`src/rtl/wdt_escalate.sv`:
```
module wdt_escalate #(
  parameter int         BASE_LOG = 11,
  parameter int         SEL_MAX  = 9,
  parameter int         CNT_W    = BASE_LOG + SEL_MAX,
  parameter logic [7:0] KEY      = 8'hD8,
  parameter int         WIN      = 4
) (
  input  logic       clk,
  input  logic       rst_n,
  input  logic       slow_tick,
  input  logic       kick,
  input  logic       key_wr,
  input  logic [7:0] key_wdata,
  input  logic       cfg_wr,
  input  logic [7:0] cfg_wdata,
  input  logic       irq_ack,
  input  logic       cause_clr,
  input  logic       fuse_on,
  output logic [7:0] cfg_rdata,
  output logic       irq,
  output logic       wd_rst,
  output logic       rst_cause
);
  localparam int WIN_W = $clog2(WIN + 1);

  logic             irq_en_q, rst_en_q, flag_q, rst_q, cause_q;
  logic [3:0]       sel_q, sel_c;
  logic [WIN_W-1:0] win_q;
  logic [CNT_W-1:0] cnt_q, limit;
  logic             irq_en, rst_en, enabled, hit, flag_eff, go_irq, go_rst, wr_ok;

  assign rst_en   = rst_en_q | fuse_on;
  assign irq_en   = irq_en_q & ~fuse_on;
  assign enabled  = rst_en | irq_en;
  assign sel_c    = (int'(sel_q) > SEL_MAX) ? 4'(SEL_MAX) : sel_q;
  assign limit    = CNT_W'((64'd1 << (BASE_LOG + int'(sel_c))) - 64'd1);
  assign hit      = enabled & slow_tick & ~kick & (cnt_q == limit);
  assign flag_eff = flag_q & ~irq_ack;
  assign go_irq   = hit & irq_en & ~(rst_en & flag_eff);
  assign go_rst   = hit & rst_en & (~irq_en | flag_eff);
  assign wr_ok    = cfg_wr & (win_q != '0);

  always_ff @(posedge clk or negedge rst_n) begin
    if (!rst_n) begin
      irq_en_q <= 1'b0;
      rst_en_q <= 1'b0;
      sel_q    <= '0;
      win_q    <= '0;
    end else begin
      if (wr_ok) begin
        irq_en_q <= cfg_wdata[6];
        rst_en_q <= cfg_wdata[3];
        sel_q    <= {cfg_wdata[5], cfg_wdata[2:0]};
      end
      if (key_wr)                win_q <= (key_wdata == KEY) ? WIN_W'(WIN) : '0;
      else if (wr_ok)            win_q <= '0;
      else if (win_q != '0)      win_q <= win_q - 1'b1;
    end
  end

  always_ff @(posedge clk or negedge rst_n) begin
    if (!rst_n) begin
      cnt_q   <= '0;
      flag_q  <= 1'b0;
      rst_q   <= 1'b0;
      cause_q <= 1'b0;
    end else begin
      if (!enabled || kick || hit) cnt_q <= '0;
      else if (slow_tick)          cnt_q <= cnt_q + 1'b1;
      flag_q  <= go_irq ? 1'b1 : (go_rst ? 1'b0 : flag_eff);
      rst_q   <= go_rst;
      cause_q <= go_rst | (cause_q & ~cause_clr);
    end
  end

  assign cfg_rdata = {1'b0, irq_en, sel_q[3], 1'b0, rst_en, sel_q[2:0]};
  assign irq       = flag_q;
  assign wd_rst    = rst_q;
  assign rst_cause = cause_q;

  a_r3_one_cycle_pulse: assert property (@(posedge clk) disable iff (!rst_n)
    wd_rst |=> !wd_rst);
  a_r3_cause_with_pulse: assert property (@(posedge clk) disable iff (!rst_n)
    wd_rst |-> rst_cause);
  a_r9_cause_sticky: assert property (@(posedge clk) disable iff (!rst_n)
    (rst_cause && !cause_clr) |=> rst_cause);
  a_r6_locked_cfg: assert property (@(posedge clk) disable iff (!rst_n)
    (win_q == '0) |=> $stable({irq_en_q, rst_en_q, sel_q}));
  a_r7_fuse_no_irq: assert property (@(posedge clk) disable iff (!rst_n)
    (fuse_on && !irq) |=> !irq);
  a_r2_irq_held: assert property (@(posedge clk) disable iff (!rst_n)
    (irq && !irq_ack) |=> (irq || wd_rst));
  a_r4_reset_after_irq: assert property (@(posedge clk) disable iff (!rst_n)
    (wd_rst && irq_en && rst_en && !fuse_on) |-> $past(irq));
endmodule

```
`config.mk`:
```
export PLATFORM = sky130hd
export DESIGN_NAME = wdt_escalate
export DESIGN_NICKNAME = d
export VERILOG_FILES = /design/src/rtl/wdt_escalate.sv
export SDC_FILE = /design/constraint.sdc
export NUM_CORES = 1
export LEC_CHECK = 0
export BUFFER_PORTS_ARGS = -buffer_cell sky130_fd_sc_hd__buf_2
export CORE_MARGIN = 3
export CORE_UTILIZATION = 55
export DETAILED_ROUTE_END_ITERATION = 6
export PLACE_DENSITY = 0.87
export SYNTH_ARGS = -nofsm -noshare
export SYNTH_HDL_FRONTEND = slang
export SYNTH_SLANG_ARGS = --single-unit
```
`constraint.sdc`:
```
create_clock -name clk -period 2.4 [get_ports clk]
set_clock_uncertainty 0.05 [all_clocks]
set_input_delay 0.12 -clock clk [delete_from_list [all_inputs] [get_ports clk]]
set_output_delay 0.12 -clock clk [all_outputs]
set_load 0.01 [all_outputs]
```
==> summary.md, run 1 <==
| Metric | Value |
|---|---|
| Status | `completed` |
| Chip Height | `approximately 65 µm` |
| RR Startpoint | `sel_q[1]$_DFFE_PN0P_` |
| R2R Setup Slk | `0.19 ns` |
| Final #Nets | `about 280` |
| Cell Pwr Density | `between 600 and 700 mW/mm²` |
| Site Rows | `20` |
| CTS tree | `yes` |
| Synthesized netlist cell count | `208` |
| Area of the multi-input gates | `0.001021 mm²` |
| GRT Util Overall | `approximately 20%` |
| Fillers | `~240` |
| CP required | `~2.6 ns` |
| CP peak stage delay | `roughly 0.52 ns` |
| Initial core utilization | `between 60% and 70%` |
| CTS Buffer Depth | `2` |
| Net Sw Frac | `between 30% and 40%` |
| TritonCTS Sinks | `32` |
| Clk pwr share | `between 20% and 30%` |
| Worst endpoint data arrival time | `~2.4 ns` |
| Yosys warning count | `0` |
| Sequential cell area fraction in the yosys report | `approximately two fifths` |
| P_int | `a little over 900 µW` |
| Worst min-delay path category | `in -> reg` |
| Cell taking the most area after synthesis | `dfrtp_1` |
| Largest family of logic cells by synthesized area | `simple AND/OR/NAND/NOR gates` |
| Vias in the first global route | `1560` |
| Initial antenna violation count | `0` |
| P_sw | `between 400 and 500 µW` |
| First-pass GRT wire length | `~6700 µm` |
| Synth area leaders | `dfrtp_1, nor2_1, xnor2_1` |
| Crit-path cells | `or2_0, a2111oi_0, a31oi_1, a32oi_2, a21bo_4, nor2_1` |
| Antenna Cells | `0` |
| Critical path type | `reg -> reg` |
| Worst Tran Pin Value | `approximately 0.73 ns` |
| Hold Path Origin | `irq_ack` |
| Critical path's slowest cell | `dfrtp_1` |
| Setup TNS | `0 ns` |
| Reg-to-reg endpoint | `cnt_q[17]$_DFFE_PN0P_` |
| R2r worst-path depth | `6` |
| Fin. max-slew vios | `0` |
| Slew margin rel. | `approximately half` |
| Routed Antenna Nets | `0` |
| Adder-Cell Fraction of Synth Area | `2.572%` |
| Core ar. | `~0.0032 mm²` |
| Tmin final | `approximately 2.2 ns` |
| Residual DRC | `0` |
| Gp weighted congestion | `~0.83` |
| Root buf cell | `clkbuf_4` |
| Final Core Density | `70.70%` |
| Synthesis-stage register bit count | `32` |
| CP max FO | `20` |
| Final Power | `about 1.4 mW` |
| Ys flop type | `dfrtp_1` |
| Hold Crit Depth | `4` |
| Total wire length | `approximately 3800 µm` |
| CTS Buf Count | `5` |
| Worst setup EP type | `register` |
| Post-synthesis average cell area | `9.354 µm²` |
| Netlist cell types | `44` |
| Die Span X | `65.48 µm` |
| WL/cell | `12.84 µm` |
| Hold endpoint | `irq$_DFF_PN0_` |
| Most utilized layer in the global route result | `met2` |
| Simple-gate portion of the synthesized area | `24.31%` |
| Endpoints failing hold | `0` |
| Sequential power share | `slightly below 50%` |
| Mux cell area share after synthesis | `under 10%` |
| Share of flip-flops with an asynchronous set or reset | `between 90% and 100%` |
| Crit start category | `register` |
| Final hold slack | `approximately 0.068 ns` |
| Sequential Area | `roughly 800 µm²` |
| Starting DRT DRC Count | `90` |
| IO Count | `36` |
| Met2 usage | `35.02%` |
| Achievable clock frequency | `about 450 MHz` |
| Number of enable flip-flop cells after synthesis | `0` |
| Logic pwr share | `between 20% and 30%` |
| Post-DR vias/cell | `~5.4` |
| Post-DP HPWL | `roughly 2700 µm` |
| M3 GR Usage | `approximately 3.8%` |
| CTS H-tree depth | `2` |
| IO Port Bufs | `31` |
| M1 GR Usage | `between 20 and 25%` |
| Leakage power | `0.9779 nW` |
| RSZ-0062 raised after global routing | `false` |
| Clock Pin Slew Worst Setup and Hold Paths | `0.10 ns` |
| Synth Area in XOR/XNOR | `a little under an eighth` |
| Largest net degree at the start of global routing | `33` |
| Share of cells above drive strength 1 | `a little over a fifth` |
| Post-synthesis compound-gate area fraction | `7.781%` |
| Final setup viols | `0` |
| Full die area | `around 0.0043 mm²` |
| Fin crit share | `between 90 and 100%` |
| Worst skew pair latency | `0.33 ns` |
| Pre-antenna DRT Iters | `4` |
| Area Overhead vs Synth | `16.40%` |
| Yosys top cell area share | `between 40 and 50%` |
| Synth Cell Area | `around 0.0019 mm²` |
| Grt ovf | `0` |
| Vias after detailed routing | `around 1600` |
| Peak supply drop | `just over 300 µV` |
| Max-cap violation count | `0` |
-- cell usage after synthesis, types with 2 or more instances --
| cell | number |
|---|---|
| nor2b_1 | 6 |
| nor2_1 | 35 |
| dfrtp_1 | 32 |
| xor2_1 | 11 |
| mux2_2 | 6 |
| ha_1 | 4 |
| conb_1 | 2 |
| nand4_1 | 5 |
| a21oi_1 | 4 |
| buf_4 | 4 |
| nor3_1 | 11 |
| inv_1 | 9 |
| buf_2 | 2 |
| nand2_1 | 16 |
| buf_6 | 5 |
| nor4_1 | 4 |
| nand3_1 | 5 |
| xnor2_1 | 15 |
| mux2i_1 | 3 |
| clkbuf_1 | 2 |
| and3_1 | 4 |
-- stage by stage --
step	cell area, µm²	cells	worst slack (ns)
detailed placement	2090	276	0.1104
floorplan	1953	210	0.4215
finish	2265	295	0.1888
global placement	2090	276	0.1890
global route	2265	295	0.05764
CTS	2258	295	0.1080
-- cell type report --
class                   instances  area share (%)
well taps                      44           2.431
multi-input cells             156           45.08
repair buffers                 46           13.04
clock buffers                   8           2.597
inverters                       9           1.492
flip-flops and latches         32           35.36
-- metal layers --
metal	vias to the layer above	wire, µm
met1	760	1641
li1	791	-
met3	5	202
met4	0	61
met5	-	0
met2	40	1885
-- state kept, by name, indices dropped and copies added (netlist names) --
name / flops
cnt_q: 20
irq: 1
irq_en_q: 1
rst_cause: 1
rst_en_q: 1
sel_q: 4
wd_rst: 1
win_q: 3
-- timing repair --
action | CTS | global route
gates resized for setup | 0 | 1
setup buffers | 0 | 0
endpoints found under the setup margin | 0 | 20
hold endpoints to repair | 42 | 0
hold buffers | 11 | 0
-- power groups by stage --
stage,logic (mW),clock network (mW),registers (mW)
after floorplan,0.325,0,0.639
after global placement,0.357,0,0.663
after detailed placement,0.375,0,0.667
after CTS,0.389,0.326,0.656
after global routing,0.435,0.347,0.665
final,0.390,0.315,0.657
-- cell families (layout without fill, tap and decap cells) --
logic type | Yosys count | in the layout
AOI/OAI and AO/OA | 19 | 19
xor gates and xnor gates | 26 | 26
adders and majority gates | 4 | 4
buffers and inverters | 22 | 63
DFF | 32 | 32
muxes | 9 | 9
other | 2 | 4
and+or+nand+nor | 94 | 94
-- worst max path at each step --
stage                    startpoint                     to  slack (ns)  cells past startpoint
2_1_floorplan  sel_q[0]$_DFFE_PN0P_          irq$_DFF_PN0_        0.42                      7
3_3_place_gp   sel_q[1]$_DFFE_PN0P_  cnt_q[16]$_DFFE_PN0P_        0.19                      6
3_5_place_dp   sel_q[1]$_DFFE_PN0P_   cnt_q[8]$_DFFE_PN0P_        0.11                      6
4_1_cts        sel_q[1]$_DFFE_PN0P_  cnt_q[15]$_DFFE_PN0P_        0.11                      6
5_1_grt        sel_q[1]$_DFFE_PN0P_   cnt_q[6]$_DFFE_PN0P_        0.06                      6
6_report       sel_q[1]$_DFFE_PN0P_  cnt_q[17]$_DFFE_PN0P_        0.19                      6
-- layout by cell type (no fill, tap or decap), drive strengths merged, types with 2 or more instances in the layout --
cell / instances
mux2: 6
nor3: 11
buf: 35
a211oi: 2
dlygate4sd3: 11
dfrtp: 32
conb: 4
nand4: 5
ha: 4
nor2: 35
and3: 4
inv: 9
xor2: 11
xnor2: 15
nor2b: 6
nand2: 17
mux2i: 3
nand3: 5
a21oi: 4
clkbuf: 8
nor4: 5
-- worst max-delay path, delay by kind of cell (launching register included) --
family | cells | cell delay, ns
AOI/OAI and AO/OA | 4 | 1.16
DFF | 1 | 0.52
and+or+nand+nor | 2 | 0.35
No activity file was read; power rests on OpenSTA's default activity.
==> inputs of run 2 (changes only) <==
CORE_UTILIZATION = 50   (was 55)
PLACE_DENSITY = 0.84   (was 0.87)
clock period = 1.94 ns   (was 2.4 ns; I/O delays follow)
==> summary.md, run 2 (synthesis results as in run 1) <==
| Metric | Value |
|---|---|
| Status | `complete, but fails checks` |
| Failing checks | `setup timing` |
| Tmin final | `2.138 ns (-0.07351 ns)` |
| Residual DRC | `0 (unchanged)` |
| Worst min-delay path category | `in -> reg` |
| Total wire length | `4941 µm (+30%)` |
| Achievable clock frequency | `467.8 MHz (+3.4%)` |
| Routed Antenna Nets | `0 (unchanged)` |
| Setup TNS | `-3.898 ns (-3.898 ns)` |
| Root buf cell | `clkbuf_8` |
| RSZ-0062 raised after global routing | `true` |
| Initial antenna violation count | `0 (unchanged)` |
| IO Port Bufs | `31 (unchanged)` |
| Worst skew pair latency | `0.29 ns (-0.04 ns)` |
| Site Rows | `22 (+10%)` |
| Final setup viols | `23 (+23)` |
| CTS Buf Count | `5 (unchanged)` |
| Grt ovf | `0 (unchanged)` |
| Fin. max-slew vios | `0 (unchanged)` |
| Final Core Density | `69.06% (-1.6 points)` |
| Crit start category | `register` |
| Worst setup margin | `-0.1977 ns (-0.3865 ns)` |
| First-pass GRT wire length | `7231 µm (+7.8%)` |
| Max reg flops | `20 (unchanged)` |
| Gp weighted congestion | `0.8060 (-3.3%)` |
| CTS H-tree depth | `2 (unchanged)` |
| Commonest cells after routing, fill and taps aside | `buf_2, dfrtp_1, nor2_1` |
| Vias in the first global route | `1732 (+11%)` |
| Slew margin rel. | `52.15% (+0.74 points)` |
| Full die area | `0.004676 mm² (+9.1%)` |
| Post-DR vias/cell | `5.513 (+1.9%)` |
| Fin crit share | `110.2% (+18 points)` |
| Share of cells above drive strength 1 | `34.70% (+13 points)` |
| IO Count | `36 (unchanged)` |
| Endpoints failing hold | `0 (unchanged)` |
| Cell Pwr Density | `793.7 mW/mm² (+32%)` |
| Dpl ws | `-0.04289 ns (-0.1533 ns)` |
| Cell count after placement | `294 (+6.5%)` |
| Commonest non-fill, non-tap cell in the layout | `buf_2` |
| Layout Cells excl Fill | `316 (+7.1%)` |
| Final #Nets | `296 (+6.1%)` |
| Worst setup EP type | `register` |
| Sequential Area | `804.5 µm² (+0.47%)` |
| Chip Height | `68.38 µm (+4.4%)` |
| Fillers | `256 (+8.0%)` |
| Initial core utilization | `52.36% (-8.4 points)` |
| CTS tree | `yes` |
| CP required | `2.07 ns (-0.49 ns)` |
| Largest registers | `cnt_q: 20 flops, sel_q: 4 flops, win_q: 3 flops` |
| Die Span X | `68.38 µm (+4.4%)` |
| Peak supply drop | `398.4 µV (+31%)` |
| Leakage power | `1.106 nW (+13%)` |
| Area of the multi-input gates | `0.001111 mm² (+8.8%)` |
| Pre-antenna DRT Iters | `4 (unchanged)` |
| TritonCTS Sinks | `32 (unchanged)` |
| Critical path type | `reg -> reg` |
| Starting DRT DRC Count | `91 (+1.1%)` |
| WL/cell | `15.64 µm (+22%)` |
| Worst endpoint data arrival time | `2.26 ns (-0.11 ns)` |
| Clock Pin Slew Worst Setup and Hold Paths | `0.07 ns (-0.03 ns)` |
| Antenna Cells | `0 (unchanged)` |
| CTS Buffer Depth | `2 (unchanged)` |
| Largest reg by FF count | `cnt_q` |
| Worst Tran Pin Value | `0.7177 ns (-0.01111 ns)` |
| Area Overhead vs Synth | `31.90%` |
| Core ar. | `0.003716 mm² (+16%)` |
| GRT Util Overall | `21.02% (+0.71 points)` |
| Largest net degree at the start of global routing | `33 (unchanged)` |
| Max-cap violation count | `0 (unchanged)` |
| CP max FO | `10 (-50%)` |
| Post-DP HPWL | `2911 µm (+6.0%)` |
| Vias after detailed routing | `1742 (+9.1%)` |
[run 2: cell types whose count changed in the layout (fill, tap and decap cells not counted), moves of 5 or more]
cell,change
buf_4,+16
clkbuf_4,-5
clkbuf_8,+5
nor2_1,-9
nor2_4,+6
[run 2: critical path: stages (launching register included)]
cell       delay, ns
dfrtp_2         0.46
buf_4           0.19
nor3_1          0.34
nand3b_1        0.17
a32oi_2         0.30
a21bo_2         0.28
clkbuf_16       0.19
nor2_1          0.05
[run 2: final cells by class]
type	instances	area share, %
multi-input combinational	156	43.30
timing repair buffer	63	18.19
inverter	9	1.316
tap	48	2.340
sequential	32	31.35
clock buffer	8	3.510
[run 2: power breakdown]
part | switching, mW | total [mW] | internal, mW
logic | 0.349 | 0.693 | 0.344
registers | 0.0830 | 0.810 | 0.727
clock network | 0.245 | 0.534 | 0.289
[run 2: per-layer routing]
metal	routed length, µm	track usage (%)
met1	1924	21.30
met2	2620	39.09
met3	238	3.612
met4	157	13.15
met5	0	0
[run 2: final timing paths]
kind / start / end / slack, ns / depth (start not counted)
setup / recovery: sel_q[2]$_DFFE_PN0P_ / cnt_q[6]$_DFFE_PN0P_ / -0.20 / 7
hold / removal: key_wdata[7] / win_q[2]$_DFFE_PN0P_ / 0.02 / 3
setup reg to reg: sel_q[2]$_DFFE_PN0P_ / cnt_q[6]$_DFFE_PN0P_ / -0.20 / 7
hold reg to reg: win_q[1]$_DFFE_PN0P_ / win_q[1]$_DFFE_PN0P_ / 0.48 / 2
max in group asynchronous: rst_n / sel_q[3]$_DFFE_PN0P_ / 0.98 / 2
min in group asynchronous: rst_n / rst_en_q$_DFFE_PN0P_ / 0.34 / 2
[run 2: repair_timing]
action | in CTS | in global routing
hold endpoints to repair | 41 | 0
gates resized for setup | 11 | 17
hold buffers | 8 | 0
buffers inserted | 1 | 3
endpoints found under the setup margin | 22 | 23
pin swaps | 2 | 9
cloned | 0 | 2
[run 2: stage by stage]
step / total power, mW / hold slack [ns] / area [µm²]
after global routing: 2.138 / 0.02426 / 2566
after CTS: 1.945 / 0.01054 / 2430
after detailed placement: 1.341 / 0.1354 / 2217
after global placement: 1.321 / 0.1291 / 2217
final: 2.037 / 0.01858 / 2566
after floorplan: 1.198 / -0.2486 / 1958
==> inputs of run 3 (changes only) <==
PLACE_DENSITY = 0.83   (was 0.84)
==> summary.md, run 3 (synthesis results as in run 1) <==
| Metric | Value |
|---|---|
| Clk pwr share | `22.1% (-4.1 points)` |
| Achievable clock frequency | `488.6 MHz (+4.4%)` |
| Max-cap violation count | `0 (unchanged)` |
| Pre-antenna DRT Iters | `4 (unchanged)` |
| Post-DP HPWL | `2912 µm (about the same)` |
| Total wire length | `5033 µm (+1.9%)` |
| Area Overhead vs Synth | `32.93%` |
| IO Port Bufs | `31 (unchanged)` |
| TritonCTS Sinks | `32 (unchanged)` |
| Critical path's slowest cell | `dfrtp_1` |
| Chip Height | `68.38 µm (unchanged)` |
| Worst Tran Pin Value | `0.7110 ns (-0.006670 ns)` |
| Critical path origin | `sel_q[1]$_DFFE_PN0P_` |
| Share of cells above drive strength 1 | `36.76% (+2.1 points)` |
| CTS H-tree depth | `2 (unchanged)` |
| CP required | `2.06 ns (about the same)` |
| Placed Area | `0.002240 mm² (+1.0%)` |
| Final #Nets | `303 (+2.4%)` |
| Worst setup EP type | `register` |
| Logic pwr share | `38.5% (+4.5 points)` |
| Fillers | `242 (-5.5%)` |
| Cell area after layout | `0.002586 mm² (+0.78%)` |
| Fin. max-slew vios | `0 (unchanged)` |
| RSZ-0062 raised after global routing | `true` |
| P_int | `1.354 mW (-0.46%)` |
| CTS Buffer Depth | `2 (unchanged)` |
| CTS Buf Count | `5 (unchanged)` |
| Failing checks | `setup timing` |
| Clock Pin Slew Worst Setup and Hold Paths | `0.06 ns (about the same)` |
| Max reg flops | `20 (unchanged)` |
| Routed Antenna Nets | `0 (unchanged)` |
| WL/cell | `15.73 µm (+0.59%)` |
| CTS tree | `yes` |
| Worst min-delay path category | `in -> reg` |
| Leakage power | `1.124 nW (+1.7%)` |
| Largest net degree at the start of global routing | `33 (unchanged)` |
| Crit-path cells | `buf_6, buf_4, nor4_1, a21o_2, a31oi_1, a32oi_2, a21bo_2, clkbuf_16, nor2_2` |
| Residual DRC | `0 (unchanged)` |
| Initial antenna violation count | `0 (unchanged)` |
| GRT Util Overall | `21.41% (+0.39 points)` |
| Net Sw Frac | `33.43% (+0.19 points)` |
| Critical path type | `reg -> reg` |
| Cell Pwr Density | `786.2 mW/mm² (-0.95%)` |
| CP max FO | `7 (-3)` |
| Worst skew pair latency | `0.28 ns (about the same)` |
| Peak supply drop | `399.2 µV (+0.20%)` |
| Worst setup margin | `-0.1069 ns (+0.09089 ns)` |
| CP peak stage delay | `0.40 ns (-0.06 ns)` |
| Final hold slack | `0.009729 ns (-0.008847 ns)` |
| P_sw | `679.7 µW (+0.39%)` |
| Commonest cells after routing, fill and taps aside | `buf_2, dfrtp_1, buf_4` |
| First-pass GRT wire length | `7383 µm (+2.1%)` |
| Sequential power share | `39.4% (-0.4 points)` |
| Hold Path Origin | `cfg_wdata[3]` |
| Root buf cell | `clkbuf_8` |
| Site Rows | `22 (unchanged)` |
| Grt ovf | `0 (unchanged)` |
| Final Power | `2.033 mW (-0.18%)` |
| Fin crit share | `105.5% (-4.7 points)` |
| Full die area | `0.004676 mm² (unchanged)` |
| Vias in the first global route | `1682 (-2.9%)` |
| Area of the multi-input gates | `0.001114 mm² (+0.23%)` |
| Initial core utilization | `52.36% (unchanged)` |
| Starting DRT DRC Count | `132 (+45%)` |
| Largest registers | `cnt_q: 20 flops, sel_q: 4 flops, win_q: 3 flops` |
| Gp weighted congestion | `0.7938 (-1.5%)` |
| Core ar. | `0.003716 mm² (unchanged)` |
| Status | `complete, but fails checks` |
| Endpoints failing hold | `0 (unchanged)` |
| Commonest non-fill, non-tap cell in the layout | `buf_2` |
| Slew margin rel. | `52.60% (+0.44 points)` |
| Die Span X | `68.38 µm (unchanged)` |
| Antenna Cells | `0 (unchanged)` |
| IO Count | `36 (unchanged)` |
| Vias after detailed routing | `1773 (+1.8%)` |
| Largest reg by FF count | `cnt_q` |
| Sequential Area | `803.3 µm² (-0.16%)` |
| Tmin final | `2.047 ns (-0.09089 ns)` |
| Worst endpoint data arrival time | `2.16 ns (-0.10 ns)` |
| Crit start category | `register` |
| Post-DR vias/cell | `5.541 (+0.51%)` |
| Final setup viols | `21 (-8.7%)` |
| Final Core Density | `69.60% (+0.54 points)` |
| RR Startpoint | `sel_q[1]$_DFFE_PN0P_` |
## run 3: path summary, 6_finish.rpt
| path | depth (start not counted) | slack (ns) | end |
|---|---|---|---|
| worst min-delay path | 2 | 0.01 | rst_en_q$_DFFE_PN0P_ |
| max in group asynchronous | 2 | 0.99 | sel_q[2]$_DFFE_PN0P_ |
| worst max register to register | 9 | -0.11 | cnt_q[3]$_DFFE_PN0P_ |
| min in group asynchronous | 2 | 0.36 | irq_en_q$_DFFE_PN0P_ |
| worst max-delay path | 9 | -0.11 | cnt_q[3]$_DFFE_PN0P_ |
| worst min register to register | 1 | 0.50 | irq_en_q$_DFFE_PN0P_ |
## run 3: critical path, delay by kind of cell, from the launching register on
family | cells | cell delay (ns)
AOI/OAI and AO/OA | 4 | 0.69
buffers and inverters | 3 | 0.48
DFF | 1 | 0.40
and+or+nand+nor | 2 | 0.30
## run 3: cell type report
| type | instances | area share, % |
|---|---|---|
| Multi-Input combinational cell | 156 | 43.06 |
| Timing Repair Buffer | 70 | 19.59 |
| Clock buffer | 5 | 2.661 |
| Tap cell | 48 | 2.322 |
| Inverter | 9 | 1.306 |
| Sequential cell | 32 | 31.06 |
## run 3: per-stage QoR
stage	setup TNS, ns	setup slack [ns]	cells
floorplan	0	0.01038	210
global placement	-0.03588	-0.003741	297
detailed placement	-1.370	-0.07127	297
CTS	-0.3230	-0.03472	312
global route	-3.874	-0.2036	320
finish	-1.697	-0.1069	320
## run 3: what timing repair did
item                                    CTS  global route
hold endpoints to repair                 39             1
endpoints found under the setup margin   21            23
cloned                                    1             1
pin swaps                                 1             9
gates resized for setup                   6            23
hold buffers                              6             1
setup buffers                             3             6
## run 3: routing by layer
| metal | GRT usage, % | vias up | routed length (µm) |
|---|---|---|---|
| li1 | - | 829 | - |
| met2 | 37.31 | 74 | 2648 |
| met5 | 0 | - | 0 |
| met4 | 10.67 | 0 | 160 |
| met3 | 5.090 | 16 | 270 |
| met1 | 24.11 | 854 | 1955 |
## run 3: power groups by stage
stage / Sequential (mW) / Clock, mW / Combinational (mW)
6_report: 0.802 / 0.449 / 0.783
5_1_grt: 0.808 / 0.486 / 0.840
3_3_place_gp: 0.792 / 0 / 0.550
2_1_floorplan: 0.792 / 0 / 0.406
3_5_place_dp: 0.795 / 0 / 0.565
4_1_cts: 0.793 / 0.456 / 0.625
